==> src/rtl/ldu_pkg.sv <==
// Package: shared constants for the load-use stall unit.
// Assumes the control bundle keeps its side-effect bits in the low positions.
package ldu_pkg;
    localparam int unsigned NUM_SRC     = 2;  // decode-stage source operands compared
    localparam int unsigned CBIT_REG_WR = 0;  // register-write bit in control bundle
    localparam int unsigned CBIT_MEM_RD = 1;  // memory-read bit in control bundle
    localparam int unsigned CBIT_MEM_WR = 2;  // memory-write bit in control bundle
endpackage

==> src/rtl/ldu_src_match.sv <==
// Module: compares one decode-stage source index against the destination
// of the load in execute. Assumes indices are plain binary register numbers.
// ZERO_EXEMPT picks whether register zero is treated as never written.
module ldu_src_match #(
    parameter int unsigned REG_W       = 5,
    parameter bit          ZERO_EXEMPT = 1'b1
) (
    input  logic             ld_valid,
    input  logic [REG_W-1:0] ld_dst,
    input  logic [REG_W-1:0] src_idx,
    output logic             hit
);
    logic dst_live;

    generate
        if (ZERO_EXEMPT) begin : g_zero_exempt
            // Purpose: register zero carries no live value, so it never matches.
            always_comb dst_live = ld_valid && (ld_dst != '0);
        end else begin : g_zero_plain
            // Purpose: every destination index counts as live.
            always_comb dst_live = ld_valid;
        end
    endgenerate

    // Purpose: flag a dependency on the pending load result.
    always_comb hit = dst_live && (ld_dst == src_idx);
endmodule

==> src/rtl/ldu_ctrl_gate.sv <==
// Module: passes the decoded control bundle into execute, or forces it
// to zero while a bubble is inserted. Assumes an all-zero bundle is a no-op.
module ldu_ctrl_gate #(
    parameter int unsigned CTRL_W = 8
) (
    input  logic [CTRL_W-1:0] ctrl_in,
    input  logic              kill,
    output logic [CTRL_W-1:0] ctrl_out
);
    genvar b;
    generate
        for (b = 0; b < CTRL_W; b++) begin : g_bit
            // Purpose: clear this control bit when the slot is killed.
            assign ctrl_out[b] = ctrl_in[b] & ~kill;
        end
    endgenerate
endmodule

==> src/rtl/ldu_stall_unit.sv <==
// Module: load-use hazard stall unit. Freezes PC and the fetch/decode
// register for one cycle and zeroes the control entering execute when
// the decode instruction reads the destination of a load in execute.
// Assumes inputs are stable between edges; reset is synchronous, active low.
module ldu_stall_unit
    import ldu_pkg::*;
#(
    parameter int unsigned REG_W       = 5,
    parameter int unsigned CTRL_W      = 8,
    parameter bit          ZERO_EXEMPT = 1'b1
) (
    input  logic              clk,
    input  logic              rst_n,
    input  logic              ex_mem_rd,
    input  logic [REG_W-1:0]  ex_rt,
    input  logic [REG_W-1:0]  id_rs,
    input  logic [REG_W-1:0]  id_rt,
    input  logic [CTRL_W-1:0] id_ctrl,
    output logic              pc_we,
    output logic              ifid_we,
    output logic              bubble,
    output logic [CTRL_W-1:0] ex_ctrl
);
    logic [REG_W-1:0]   src_idx [NUM_SRC];
    logic [NUM_SRC-1:0] src_hit;
    logic               dep_found;
    logic               stall_q;
    logic               stall_now;

    // Purpose: collect the decode-stage source indices in a fixed order.
    always_comb begin
        src_idx[0] = id_rs;
        src_idx[1] = id_rt;
    end

    genvar s;
    generate
        for (s = 0; s < NUM_SRC; s++) begin : g_src
            ldu_src_match #(
                .REG_W       (REG_W),
                .ZERO_EXEMPT (ZERO_EXEMPT)
            ) match_i (
                .ld_valid (ex_mem_rd),
                .ld_dst   (ex_rt),
                .src_idx  (src_idx[s]),
                .hit      (src_hit[s])
            );
        end
    endgenerate

    // Purpose: stall only on a fresh dependency, never twice in a row.
    always_comb begin
        dep_found = |src_hit;
        stall_now = dep_found && !stall_q;
    end

    // Purpose: remember that this cycle was a stall cycle.
    always_ff @(posedge clk) begin
        if (!rst_n) stall_q <= 1'b0;
        else        stall_q <= stall_now;
    end

    // Purpose: drive the hold enables and the bubble request.
    always_comb begin
        pc_we   = !stall_now;
        ifid_we = !stall_now;
        bubble  = stall_now;
    end

    ldu_ctrl_gate #(
        .CTRL_W (CTRL_W)
    ) gate_i (
        .ctrl_in  (id_ctrl),
        .kill     (stall_now),
        .ctrl_out (ex_ctrl)
    );

    // rs dependency on a live load after a non-stall cycle must stall
    a_r1_rs_stall: assert property (@(posedge clk) disable iff (!rst_n)
        (ex_mem_rd && ex_rt != '0 && ex_rt == id_rs && !stall_q) |-> (bubble && !pc_we));
    // rt dependency likewise
    a_r2_rt_stall: assert property (@(posedge clk) disable iff (!rst_n)
        (ex_mem_rd && ex_rt != '0 && ex_rt == id_rt && !stall_q) |-> (bubble && !ifid_we));
    // no load, no stall
    a_r3_no_load: assert property (@(posedge clk) disable iff (!rst_n)
        !ex_mem_rd |-> (pc_we && !bubble));
    // pass-through of control when not stalling
    a_r5_pass_ctrl: assert property (@(posedge clk) disable iff (!rst_n)
        !bubble |-> (ex_ctrl == id_ctrl));
    // side-effect bits cleared during a bubble
    a_r6_quiet_bubble: assert property (@(posedge clk) disable iff (!rst_n)
        bubble |-> (ex_ctrl[CBIT_REG_WR] == 1'b0 && ex_ctrl[CBIT_MEM_RD] == 1'b0
                    && ex_ctrl[CBIT_MEM_WR] == 1'b0 && ex_ctrl == '0));
    // a stall never lasts two cycles
    a_r7_one_cycle: assert property (@(posedge clk) disable iff (!rst_n)
        bubble |=> !bubble);
    // enables agree and oppose the bubble
    a_r9_enables: assert property (@(posedge clk) disable iff (!rst_n)
        (pc_we == ifid_we) && (pc_we != bubble));
endmodule

==> config.mk <==
export PLATFORM = sky130hd
export DESIGN_NAME = ldu_stall_unit
export DESIGN_NICKNAME = d
export VERILOG_FILES = /design/src/rtl/ldu_pkg.sv /design/src/rtl/ldu_src_match.sv /design/src/rtl/ldu_ctrl_gate.sv /design/src/rtl/ldu_stall_unit.sv
export SDC_FILE = /design/constraint.sdc
export NUM_CORES = 1
export LEC_CHECK = 0
export BUFFER_PORTS_ARGS = -buffer_cell sky130_fd_sc_hd__buf_4
export CAP_MARGIN = 10
export CORE_AREA = 2 2 39 41
export DETAILED_ROUTE_END_ITERATION = 7
export DIE_AREA = 0 0 41 43
export GPL_TIMING_DRIVEN = 0
export PLACE_DENSITY = 0.6
export SLEW_MARGIN = 20
export SYNTH_ARGS = -nofsm -noshare
export SYNTH_HDL_FRONTEND = slang
export SYNTH_SLANG_ARGS = --single-unit
==> constraint.sdc <==
create_clock -name clk -period 1.9 [get_ports clk]
set_clock_uncertainty 0.1 [all_clocks]
set_input_delay 0.285 -clock clk [delete_from_list [all_inputs] [get_ports clk]]
set_output_delay 0.285 -clock clk [all_outputs]
set_load 0.01 [all_outputs]
-- Word level (Yosys, flattened, before mapping)
Index checks and enable logic that the tools add are counted.
- output and inout bits: 11
- register bits after elaboration: 1
- equality and inequality tests: 2
- reduce and logical (&&, ||, !) cells: 8
- bitwise operators: 9
- operators by type and width (operator ; number):
    5-bit == test ; 2
    1-bit AND ; 8
    5-bit nonzero test ; 1
    1-bit logical AND ; 4
    1-bit zero test ; 2
    2-bit OR reduction ; 1
    1-bit inverter ; 1

-- Longest topological paths before layout
- word-level depth: 7
- depth in mapped cells: 6
- depth with buffers taken out: 4

-- By module
Synthesis repeated with hierarchy kept, for this count alone.
- cell total of the unflattened synthesis: 34
- area, all modules: 262.8 µm²
- by module, submodules not included (module ; sequential area each (µm²) ; area each (µm²) ; cells an instance ; instances):
    ldu_src_match ; 0.0 ; 76.3 ; 10 ; 2
    ldu_stall_unit ; 20.0 ; 60.1 ; 6 ; 1
    ldu_ctrl_gate ; 0.0 ; 50.0 ; 8 ; 1

-- Worst setup path before layout
No wires, ideal clock.
- path kind: input-to-output
- from: input ex_rt[1]
- to: output pc_we
- data arrival time: 1.341 ns
- setup slack: 0.174 ns
- cell stages on the path: 6
- cell sequence: or4_1 nor2_1 nor3b_1 buf_6 nand2_1 buf_4
- longest elaborated chain between the ends: 6
- elaborated cells on any way between the ends: 9
- ends and longest elaborated chain (item ; RTL line ; text):
    start, declared ; ldu_stall_unit.sv:15 ; input logic [REG_W-1:0] ex_rt,
    5-bit nonzero test ; ldu_src_match.sv:18 ; always_comb dst_live = ld_valid && (ld_dst != '0);
    1-bit logical AND ; ldu_src_match.sv:18 ;
    1-bit logical AND ; ldu_src_match.sv:26 ; always_comb hit = dst_live && (ld_dst == src_idx);
    2-bit OR reduction (*) ; ldu_stall_unit.sv:53 ; dep_found = |src_hit;
    1-bit logical AND (*) ; ldu_stall_unit.sv:54 ; stall_now = dep_found && !stall_q;
    1-bit zero test (*) ; - ;
    end, declared ; ldu_stall_unit.sv:19 ; output logic pc_we,
Every way passes the cells marked *; elsewhere a longest branch is shown, timed or not.

-- Final worst setup path
- from: input ex_rt[1]
- to: output bubble
- longest elaborated chain between the ends: 5
- elaborated cells on any way between the ends: 8
- ends and longest elaborated chain (item ; RTL line ; text):
    5-bit nonzero test ; ldu_src_match.sv:18 ;
    1-bit logical AND ; ldu_src_match.sv:18 ;
    1-bit logical AND ; ldu_src_match.sv:26 ;
    2-bit OR reduction (*) ; ldu_stall_unit.sv:53 ;
    1-bit logical AND (*) ; ldu_stall_unit.sv:54 ;
    end, declared ; ldu_stall_unit.sv:21 ; output logic bubble,
Marks and branches as above.

==> summary.md <==
| Metric | Value |
|---|---|
| Power per Cell Area | `about 250 nW/um2` |
| Setup crit start kind | `input port` |
| Vias post-DR | `364` |
| R2r endpoint | `stall_q` |
| Hold path start | `rst_n` |
| Fmax | `533 MHz` |
| Status | `completed` |
| Clock transition at path regs | `0 ns` |
| Min Tclk post-route | `roughly 1.9 ns` |
| Slowest stage delay, CP | `0.54 ns` |
| Initial antenna violation count | `0` |
| DR iter-0 viols | `0` |
| Post-Syn Nets | `59` |
| Area Growth Syn to Fin | `130%` |
| Crit-path most repeated cell | `buf_6` |
| Yosys top cell by area | `a21boi_2` |
| DP HPWL | `701 um` |
| Worst Hold Path EP | `stall_q` |
| Sequential cell area fraction in the yosys report | `7.11%` |
| Layout cell share with drive strength beyond 1 | `77.1%` |
| Static Leak | `approximately 0.3 nW` |
| Most flops, register | `stall_q` |
| Via density | `about 4.2` |
| Largest register FFs | `1` |
| Peak VDD IR | `0.000122 V` |
| R2r worst-path depth | `2` |
| Synthesized cell area | `282 um2` |
| Final-report hold violation count | `0` |
| Core region area | `1380 um2` |
| Final Util | `~47%` |
| DIE HEIGHT | `43 um` |
| Mapped Cells | `33` |
| Crit path required time | `1.51 ns` |
| Global-route usage over all layers | `around 8.7%` |
| Drt wl/cell | `9.48 um` |
| Post-DRT Antenna Nets | `0` |
| RSZ-0062 raised after global routing | `true` |
| IO Count | `37` |
| Post-route DRC | `0` |
| Mean post-synth cell area | `8.53 um2` |
| Setup TNS | `0 ns` |
| First-pass GRT wire length | `1170 um` |
| Largest net degree at the start of global routing | `11` |
| Input/output buffers | `36` |
| Post-CTS Hold Fix Bufs | `0` |
| Drt total wl | `~820 um` |
| Flops & latches, synth | `1` |
| Initial Util | `20.3%` |
| Slew Viols, Final | `0` |
| Routability cong. | `0.702` |
| Full die area | `1760 um2` |
| MaxCap Viol Count | `0` |
| Yosys warns | `0` |
| Worst slew margin | `85.7%` |
| Worst R2R Setup Slack | `0.99 ns` |
| Endpoints failing setup | `0` |
| Worst-Margin Slew | `0.215 ns` |
| Die Width | `41 um` |
| Hold Crit Class | `in2reg` |
| Number of global-route vias before repair | `roughly 320` |
| Area contributors post-synth | `a21boi_2, xnor2_1, dfxtp_1` |
| Critical Path Fanout Max | `5` |
| Num rows | `14` |
| WHS Path Cells | `2` |
| Distinct cells, synth | `14` |
| Setup crit end kind | `output port` |
| First-pass DRT Iterations | `1` |
| Slowest CP cell | `or4_4` |
| Crit path DAT | `1.49 ns` |
| Count of nets after finishing | `98` |
| Post-synth top area share | `roughly a third` |
| Top Registers | `stall_q (1)` |
| Final Non-Filler Cells | `86` |
| Total Power | `0.165 mW` |
| Gr ovfl total | `0` |
| Crit-path cells | `buf_8, or4_4, nor2_4, nor3b_4, buf_6, and2_4, buf_6` |
| Clk_lat worst skew | `0 ns` |
| Placed insts | `85` |
| Final Cycle Share | `98.8%` |
| FF-to-FF Start | `stall_q` |
| # Post-CTS Setup Buffers | `0` |
| Hold_ws | `0.433 ns` |
| WS Path Type | `in2out` |
| Ant diodes | `0` |
[kinds of logic (layout without fill, tap and decap cells)]
logic type	count (synthesis)	count (layout)	share of synthesized area, %
xor+xnor	10	10	31.1
buf+inv	3	40	8.44
compound gates	9	9	34.2
flops	1	1	7.11
simple gates	10	10	19.1
[synth_stat cells]
cell type	n
xnor2_1	10
a21boi_2	8
nand2_1	3
nand3_1	2
and2_1	1
and3_2	1
buf_2	1
buf_4	1
buf_6	1
dfxtp_1	1
nor2_1	1
nor3b_1	1
o22ai_1	1
or4_1	1
[power breakdown]
part           switching (mW)  internal [mW]  leakage (nW)
registers            0.000339         0.0218       0.00807
logic                  0.0517         0.0913         0.292
clock network               0              0             0
total                  0.0521          0.113         0.300
[area by class of cell]
type	count	area, um2
Fill cell	139	736
Timing Repair Buffer	37	308
Tap cell	16	20.0
Multi-Input combinational cell	29	270
Buffer	3	30.0
Sequential cell	1	20.0
[what timing repair did]
item	in CTS	in global routing
gates cloned	1	0
gates resized for setup	10	10
pin swaps	8	7
setup endpoints to repair	10	10
[per-layer routing]
metal | GRT usage (%) | vias to the layer above | wire length [um]
met5 | 0 | - | 0
met4 | 0 | 0 | 0
met3 | 0.524 | 0 | 146
met2 | 17.8 | 26 | 406
met1 | 9.18 | 151 | 261
li1 | - | 187 | -
[per-stage QoR]
stage,area (um2),setup slack (ns)
floorplan,282,0.174
global placement,572,-0.0405
detailed placement,572,-0.0372
CTS,611,0.00569
global route,648,-0.0155
finish,648,0.0231
[worst max path at each step]
| stage | from | to | slack (ns) | cells after the start |
|---|---|---|---|---|
| detailed placement | ex_rt[1] | pc_we | -0.04 | 8 |
| global placement | ex_rt[1] | bubble | -0.04 | 7 |
| finish | ex_rt[1] | bubble | 0.02 | 7 |
| CTS | ex_rt[4] | ex_ctrl[2] | 0.006 | 7 |
| floorplan | ex_rt[1] | pc_we | 0.17 | 6 |
| global route | ex_rt[1] | ex_ctrl[0] | -0.02 | 7 |
[layout by cell type (no fill, tap or decap), drive strengths merged]
cell type,instances
xnor2,10
nor3b,1
o22ai,1
and2,1
a21boi,8
nand3,2
or4,1
dfxtp,1
buf,40
and3,1
nand2,3
nor2,1
[worst max-delay path: cells and delay by family]
| family | cells | cell delay, ns |
|---|---|---|
| AND/OR/NAND/NOR | 4 | 0.86 |
| buffers and inverters | 3 | 0.34 |
No activity file was read; power rests on OpenSTA's default activity.
